==> src/rtl/synth_prog_pkg.sv <==
// Shared constants and types for the synthesizer programming receiver.
// Assumes the word is 24 bits and the latch address sits in bits 1:0.
package synth_prog_pkg;
    localparam int WORD_W = 24;
    localparam int ADDR_W = 2;

    typedef enum logic [1:0] {
        SEL_REF  = 2'b00,
        SEL_N    = 2'b01,
        SEL_FUNC = 2'b10,
        SEL_INIT = 2'b11
    } latch_sel_e;

    // Shared function/initialization layout, word bits 23:2, MSB first
    typedef struct packed {
        logic [1:0] presc;
        logic       pd2;
        logic [2:0] cur2;
        logic [2:0] cur1;
        logic [3:0] timer;
        logic       fl_mode;
        logic       fl_en;
        logic       cp_tri;
        logic       pd_pol;
        logic [2:0] mux;
        logic       pd1;
        logic       crst;
    } func_fields_t;
endpackage

==> src/rtl/serial_front.sv <==
// Synchronizes the three serial lines into clk and finds the rising edges
// of the shift clock and load strobe. Assumes each line level is held for
// more than SYNC_STAGES+1 system clocks. Data is delayed as much as the
// clock, so the sampled bit lines up with the detected edge.
module serial_front #(
    parameter int SYNC_STAGES = 2
) (
    input  logic clk,
    input  logic rst_n,
    input  logic ser_data,
    input  logic ser_clk,
    input  logic ser_load,
    output logic bit_val,
    output logic clk_rise,
    output logic load_rise
);
    localparam int LAST = SYNC_STAGES - 1;

    logic [SYNC_STAGES:0] pipe_d;
    logic [SYNC_STAGES:0] pipe_c;
    logic [SYNC_STAGES:0] pipe_l;

    // Shift each line through its synchronizer chain plus one history flop
    always_ff @(posedge clk) begin
        if (!rst_n) begin
            pipe_d <= '0;
            pipe_c <= '0;
            pipe_l <= '0;
        end else begin
            pipe_d <= {pipe_d[SYNC_STAGES-1:0], ser_data};
            pipe_c <= {pipe_c[SYNC_STAGES-1:0], ser_clk};
            pipe_l <= {pipe_l[SYNC_STAGES-1:0], ser_load};
        end
    end

    // Edge detection on the synchronized copies
    always_comb begin
        bit_val   = pipe_d[LAST];
        clk_rise  = pipe_c[LAST] & ~pipe_c[SYNC_STAGES];
        load_rise = pipe_l[LAST] & ~pipe_l[SYNC_STAGES];
    end
endmodule

==> src/rtl/word_shifter.sv <==
// Collects serial bits MSB first and counts them. When the load edge comes,
// it flags the word as good (exactly WORD_W bits) or bad, and restarts the
// count. The count saturates at WORD_W+1 so long frames stay bad.
module word_shifter #(
    parameter int WORD_W = 24
) (
    input  logic              clk,
    input  logic              rst_n,
    input  logic              bit_val,
    input  logic              clk_rise,
    input  logic              load_rise,
    output logic [WORD_W-1:0] word,
    output logic              word_good,
    output logic              word_bad
);
    localparam int CNT_W = $clog2(WORD_W + 2);
    localparam logic [CNT_W-1:0] FULL = CNT_W'(WORD_W);
    localparam logic [CNT_W-1:0] OVER = CNT_W'(WORD_W + 1);

    logic [CNT_W-1:0] bit_cnt;

    // Shift register and saturating bit counter; the load edge clears the count
    always_ff @(posedge clk) begin
        if (!rst_n) begin
            word    <= '0;
            bit_cnt <= '0;
        end else if (load_rise) begin
            bit_cnt <= '0;
        end else if (clk_rise) begin
            word <= {word[WORD_W-2:0], bit_val};
            if (bit_cnt != OVER) bit_cnt <= bit_cnt + 1'b1;
        end
    end

    // Judge the frame length at the load edge
    always_comb begin
        word_good = load_rise && (bit_cnt == FULL);
        word_bad  = load_rise && (bit_cnt != FULL);
    end
endmodule

==> src/rtl/latch_bank.sv <==
// Holds the reference, N and function latches and decodes the address bits.
// An initialization write fills the function latch, pulses the counter reset
// and sets the sticky initialized flag. A bad frame gives a one-cycle error.
module latch_bank
    import synth_prog_pkg::*;
#(
    parameter int WORD_W = 24
) (
    input  logic              clk,
    input  logic              rst_n,
    input  logic [WORD_W-1:0] word,
    input  logic              word_good,
    input  logic              word_bad,
    output logic [18:0]       ref_q,
    output logic [19:0]       n_q,
    output func_fields_t      func_q,
    output logic              crst_pulse,
    output logic              init_flag,
    output logic              err_pulse
);
    latch_sel_e sel;

    // Address decode from the two lowest word bits
    always_comb sel = latch_sel_e'(word[ADDR_W-1:0]);

    // Commit a good word into the addressed latch
    always_ff @(posedge clk) begin
        if (!rst_n) begin
            ref_q  <= '0;
            n_q    <= '0;
            func_q <= '0;
        end else if (word_good) begin
            unique case (sel)
                SEL_REF:  ref_q  <= word[20:2];
                SEL_N:    n_q    <= word[21:2];
                SEL_FUNC,
                SEL_INIT: func_q <= func_fields_t'(word[23:2]);
            endcase
        end
    end

    // Status: reset pulse, sticky init flag, framing error pulse
    always_ff @(posedge clk) begin
        if (!rst_n) begin
            crst_pulse <= 1'b0;
            init_flag  <= 1'b0;
            err_pulse  <= 1'b0;
        end else begin
            crst_pulse <= word_good && (sel == SEL_INIT);
            err_pulse  <= word_bad;
            if (word_good && (sel == SEL_INIT)) init_flag <= 1'b1;
        end
    end
endmodule

==> src/rtl/synth_prog_rx.sv <==
// Top of the synthesizer programming receiver. It joins the synchronizing
// front end, the word shifter and the latch bank, and puts every decoded
// field on its own output port. It assumes a 24-bit word with the latch
// address in bits 1:0.
module synth_prog_rx
    import synth_prog_pkg::*;
#(
    parameter int SYNC_STAGES = 2
) (
    input  logic        clk,
    input  logic        rst_n,
    input  logic        ser_data,
    input  logic        ser_clk,
    input  logic        ser_load,
    output logic [13:0] ref_div,
    output logic [1:0]  ab_width,
    output logic [1:0]  test_mode,
    output logic        ld_precise,
    output logic [5:0]  a_cnt,
    output logic [12:0] b_cnt,
    output logic        cp_gain,
    output logic        cnt_rst_bit,
    output logic        pwr_dn1,
    output logic [2:0]  mux_sel,
    output logic        pd_pol,
    output logic        cp_tristate,
    output logic        fast_en,
    output logic        fast_mode,
    output logic [3:0]  timer_sel,
    output logic [2:0]  cur_set1,
    output logic [2:0]  cur_set2,
    output logic        pwr_dn2,
    output logic [1:0]  presc_sel,
    output logic        cnt_rst_pulse,
    output logic        init_done,
    output logic        frame_err
);
    logic              bit_val, clk_rise, load_rise;
    logic [WORD_W-1:0] word;
    logic              word_good, word_bad;
    logic [18:0]       ref_q;
    logic [19:0]       n_q;
    func_fields_t      func_q;

    serial_front #(.SYNC_STAGES(SYNC_STAGES)) front_i (
        .clk(clk), .rst_n(rst_n), .ser_data(ser_data), .ser_clk(ser_clk),
        .ser_load(ser_load), .bit_val(bit_val), .clk_rise(clk_rise),
        .load_rise(load_rise)
    );

    word_shifter #(.WORD_W(WORD_W)) shift_i (
        .clk(clk), .rst_n(rst_n), .bit_val(bit_val), .clk_rise(clk_rise),
        .load_rise(load_rise), .word(word), .word_good(word_good),
        .word_bad(word_bad)
    );

    latch_bank #(.WORD_W(WORD_W)) bank_i (
        .clk(clk), .rst_n(rst_n), .word(word), .word_good(word_good),
        .word_bad(word_bad), .ref_q(ref_q), .n_q(n_q), .func_q(func_q),
        .crst_pulse(cnt_rst_pulse), .init_flag(init_done),
        .err_pulse(frame_err)
    );

    // Split the stored latches into their output fields
    always_comb begin
        ref_div     = ref_q[13:0];
        ab_width    = ref_q[15:14];
        test_mode   = ref_q[17:16];
        ld_precise  = ref_q[18];
        a_cnt       = n_q[5:0];
        b_cnt       = n_q[18:6];
        cp_gain     = n_q[19];
        cnt_rst_bit = func_q.crst;
        pwr_dn1     = func_q.pd1;
        mux_sel     = func_q.mux;
        pd_pol      = func_q.pd_pol;
        cp_tristate = func_q.cp_tri;
        fast_en     = func_q.fl_en;
        fast_mode   = func_q.fl_mode;
        timer_sel   = func_q.timer;
        cur_set1    = func_q.cur1;
        cur_set2    = func_q.cur2;
        pwr_dn2     = func_q.pd2;
        presc_sel   = func_q.presc;
    end
endmodule

==> config.mk <==
export PLATFORM = sky130hd
export DESIGN_NAME = synth_prog_rx
export DESIGN_NICKNAME = d
export VERILOG_FILES = /design/src/rtl/synth_prog_pkg.sv /design/src/rtl/serial_front.sv /design/src/rtl/word_shifter.sv /design/src/rtl/latch_bank.sv /design/src/rtl/synth_prog_rx.sv
export SDC_FILE = /design/constraint.sdc
export NUM_CORES = 1
export LEC_CHECK = 0
export BUFFER_PORTS_ARGS = -buffer_cell sky130_fd_sc_hd__buf_2
export CAP_MARGIN = 20
export CORE_MARGIN = 2
export CORE_UTILIZATION = 45
export CTS_CLUSTER_DIAMETER = 120
export CTS_CLUSTER_SIZE = 12
export DETAILED_ROUTE_END_ITERATION = 7
export PLACE_DENSITY = 0.67
export SLEW_MARGIN = 0
export SYNTH_ARGS = -nofsm -noshare
export SYNTH_HDL_FRONTEND = slang
export SYNTH_SLANG_ARGS = --single-unit
export TNS_END_PERCENT = 50
==> constraint.sdc <==
create_clock -name clk -period 2.35 [get_ports clk]
set_input_delay 0.235 -clock clk [delete_from_list [all_inputs] [get_ports clk]]
set_output_delay 0.235 -clock clk [all_outputs]
set_load 0.005 [all_outputs]
==> results.md <==
- Worst path required time: 2.59 ns
- First-pass GRT wire length: 13100 um
- Final ANT Viol Nets: 0
- Antenna violations before repair: 0
- Slowest-stage cell, CP: or4b_4
- Syn-to-layout area delta: 15.0%
- Pre-CTS WS: 0.518 ns
- Syn nets: 404
- FMAX: 546 MHz
- Max-Cap Viols: 0
- Total Die Area: 9380 um^2
- Syn Inst Count: 396
- DR pass1 iterations: 5
- Clock sinks: 101
- HPWL reported at the end of detailed placement: 5090 um
- Antenna cells: 0
- Mapped Area: 3880 um^2
- Worst hold path endpoint: front_i.pipe_c[0]
- Crit-path leading delay family: simple AND/OR/NAND/NOR gates
- CTS Root Cell: clkbuf_8
- Register clock-pin slew on the reported worst setup and hold paths: 0.10 ns
- Leakage power: 1.85 nW
- Buffers on Ports: 68
- Final wirelength: 7780 um
- Min Tclk post-route: 1.83 ns
- Hold path startpoint: ser_clk
- Setup TNS: 0 ns
- Fill count: 752
- Worst R2R Start: shift_i.bit_cnt[0]
- Row count: 33
- H-tree levels: 3
- Vias post-DR: 2911
- Hold Path Cell Cnt: 2
- Vias in the first global route: 2743
- CP peak stage delay: 0.72 ns
- Reg2reg end: bank_i.n_q[3]
- RSZ-0062 raised after global routing: false
- Transition time of the tightest slew-check pin: 0.725 ns
- Starting Density: 0.467
- Final period utilization: 0.780
- DRC viols: 0
- Ys Warns: 0
- Final Max Slew Viols: 0
- Worst path bufs/invs: 1
- Fin nets: 458
- CTS tree: done
- Avg Cell Area, Syn: 9.79 um^2
- Vias/cell: 5.20
- Post-synthesis sequential element count: 101
- Crit Path Category: flop to flop
- Relative slew slack: 0.517
- I/O Pins: 69
- Hold buffers post-CTS: 0
- CP cell instances: inv_1 -> ha_1 -> nand4b_4 -> or4b_4 -> mux2i_1
- CP max FO: 20
- Share of layout cells above drive strength 1: 0.211
- Status: finished clean
- Total setup buffers inserted after CTS: 0
- Inserted Clock Buffers: 9
- WL/cell: 13.9 um
- Die height: 96.8 um
- CORE AREA: 8300 um^2
- Clk Latency, worst-skew pair: 0.36 ns
- Die width: 96.8 um
- Resized Gates After CTS: 0
- Post-synthesis sequential area ratio: 0.521
- Total power: 2.93 mW
- Clk buf depth: 2
- Post-Layout Cell Count: 560
- Largest net degree at the start of global routing: 55
- Final Skew: 0.00980 ns
- WP data arrival: 2.07 ns
- Final worst slack: 0.517 ns
- Critical path launch point type: flop
- All-layer global routing usage: 0.167
- Final Hold Fails: 0
- Worst min-delay path class: input port to flop
- Pwr Density: 657 nW/um^2
- GRT overflow: 0
- GP Congestion: 0.786
- Worst R2R Path Depth: 5
- Peak supply drop: 0.000382 V
- Critical path capture point type: flop
- FF-to-FF setup slack: 0.52 ns
- Post-synthesis cell type count: 33
- Final setup vio count: 0
- Drt initial violations: 141
- Placed Instances: 544
how the worst max path moves through the flow:
stage,from,to,slack [ns],cells past startpoint
after CTS,shift_i.bit_cnt[0],bank_i.n_q[3],0.49,5
after global placement,shift_i.bit_cnt[0],bank_i.n_q[13],0.57,5
after global routing,shift_i.bit_cnt[0],bank_i.n_q[19],0.43,5
after floorplan,shift_i.bit_cnt[0],bank_i.n_q[10],0.66,7
after detailed placement,shift_i.bit_cnt[0],bank_i.n_q[14],0.52,5
final,shift_i.bit_cnt[0],bank_i.n_q[3],0.52,5
Yosys cell counts, drive strengths merged:
master	instances	area, um^2
a21boi	24	180
a21oi	1	5.00
a311oi	1	8.76
a31oi	1	6.26
and2	9	56.3
and2b	1	7.51
and3	1	6.26
buf	10	92.6
clkbuf	22	82.6
dfxtp	101	2020
ha	3	37.5
inv	3	11.3
mux2i	64	641
nand2	85	319
nand2b	2	12.5
nand3	30	150
nand3b	2	15.0
nand4	1	6.26
nand4b	1	23.8
nor2b	2	12.5
nor3	2	15.0
nor4	1	6.26
o21a	1	7.51
o21ai	25	125
or3	1	6.26
or4b	1	13.8
xor2	1	8.76
final cells by class:
type,count,area [um^2],area share
inverter,3,11.3,0.00252
tap,105,131,0.0294
multi-input combinational,260,1690,0.378
clock buffer,9,124,0.0278
clock inverter,7,80.1,0.0179
sequential,101,2020,0.453
timing repair buffer,75,408,0.0914
routing by layer:
layer | share of wire | vias to the layer above | global-route usage
met1 | 0.49 | 1396 | 0.228
met2 | 0.45 | 57 | 0.255
li1 | - | 1445 | -
met3 | 0.042 | 13 | 0.0499
met5 | 0 | - | 0
met4 | 0.016 | 0 | 0.0498
flip-flops by register name (all words and copies together), names as in the netlist:
| name | count |
|---|---|
| bank_i.n_q | 20 |
| shift_i.word | 24 |
| front_i.pipe_d | 2 |
| shift_i.bit_cnt | 5 |
| front_i.pipe_c | 3 |
| bank_i.err_pulse | 1 |
| bank_i.func_q | 22 |
| bank_i.init_flag | 1 |
| bank_i.ref_q | 19 |
| bank_i.crst_pulse | 1 |
| front_i.pipe_l | 3 |
report_power, final:
group	switching, mW	internal (mW)	leakage (nW)
Sequential	0.00387	1.72	0.815
Clock	0.616	0.510	0.103
Combinational	0.0589	0.0234	0.930
Total	0.679	2.25	1.85
worst reg2reg max path, stage by stage, from the launching register on:
cell,delay [ns]
dfxtp_1,0.36
inv_1,0.09
ha_1,0.20
nand4b_4,0.16
or4b_4,0.72
mux2i_1,0.19
stage by stage:
step	hold slack, ns	instance area, um^2	utilization
after floorplan	0.362	3880	-
after global placement	0.423	4260	0.513
after CTS	0.0597	4460	0.538
after detailed placement	0.427	4260	0.513
after global routing	0.0570	4460	0.538
final	0.0747	4460	0.538
kinds of logic (layout without fill, tap and decap cells):
| kind of cell | count (synthesis) | in the layout | synth area share |
|---|---|---|---|
| AOI/OAI and AO/OA | 53 | 53 | 0.0858 |
| xor gates and xnor gates | 1 | 1 | 0.00226 |
| adders and majority gates | 3 | 3 | 0.00968 |
| buffers and inverters | 35 | 94 | 0.0481 |
| DFF | 101 | 101 | 0.521 |
| muxes | 64 | 64 | 0.165 |
| and+or+nand+nor | 139 | 139 | 0.168 |
placed cells by master, fill, tap and decap left out, drive strengths merged:
master    Yosys  layout
a21boi       24      24
a21oi         1       1
a311oi        1       1
a31oi         1       1
and2          9       9
and2b         1       1
and3          1       1
buf          10      75
bufinv        0       1
clkbuf       22       9
clkinv        0       1
clkinvlp      0       1
dfxtp       101     101
ha            3       3
inv           3       7
mux2i        64      64
nand2        85      85
nand2b        2       2
nand3        30      30
nand3b        2       2
nand4         1       1
nand4b        1       1
nor2b         2       2
nor3          2       2
nor4          1       1
o21a          1       1
o21ai        25      25
or3           1       1
or4b          1       1
xor2          1       1
(Power assumes the default switching activity.)
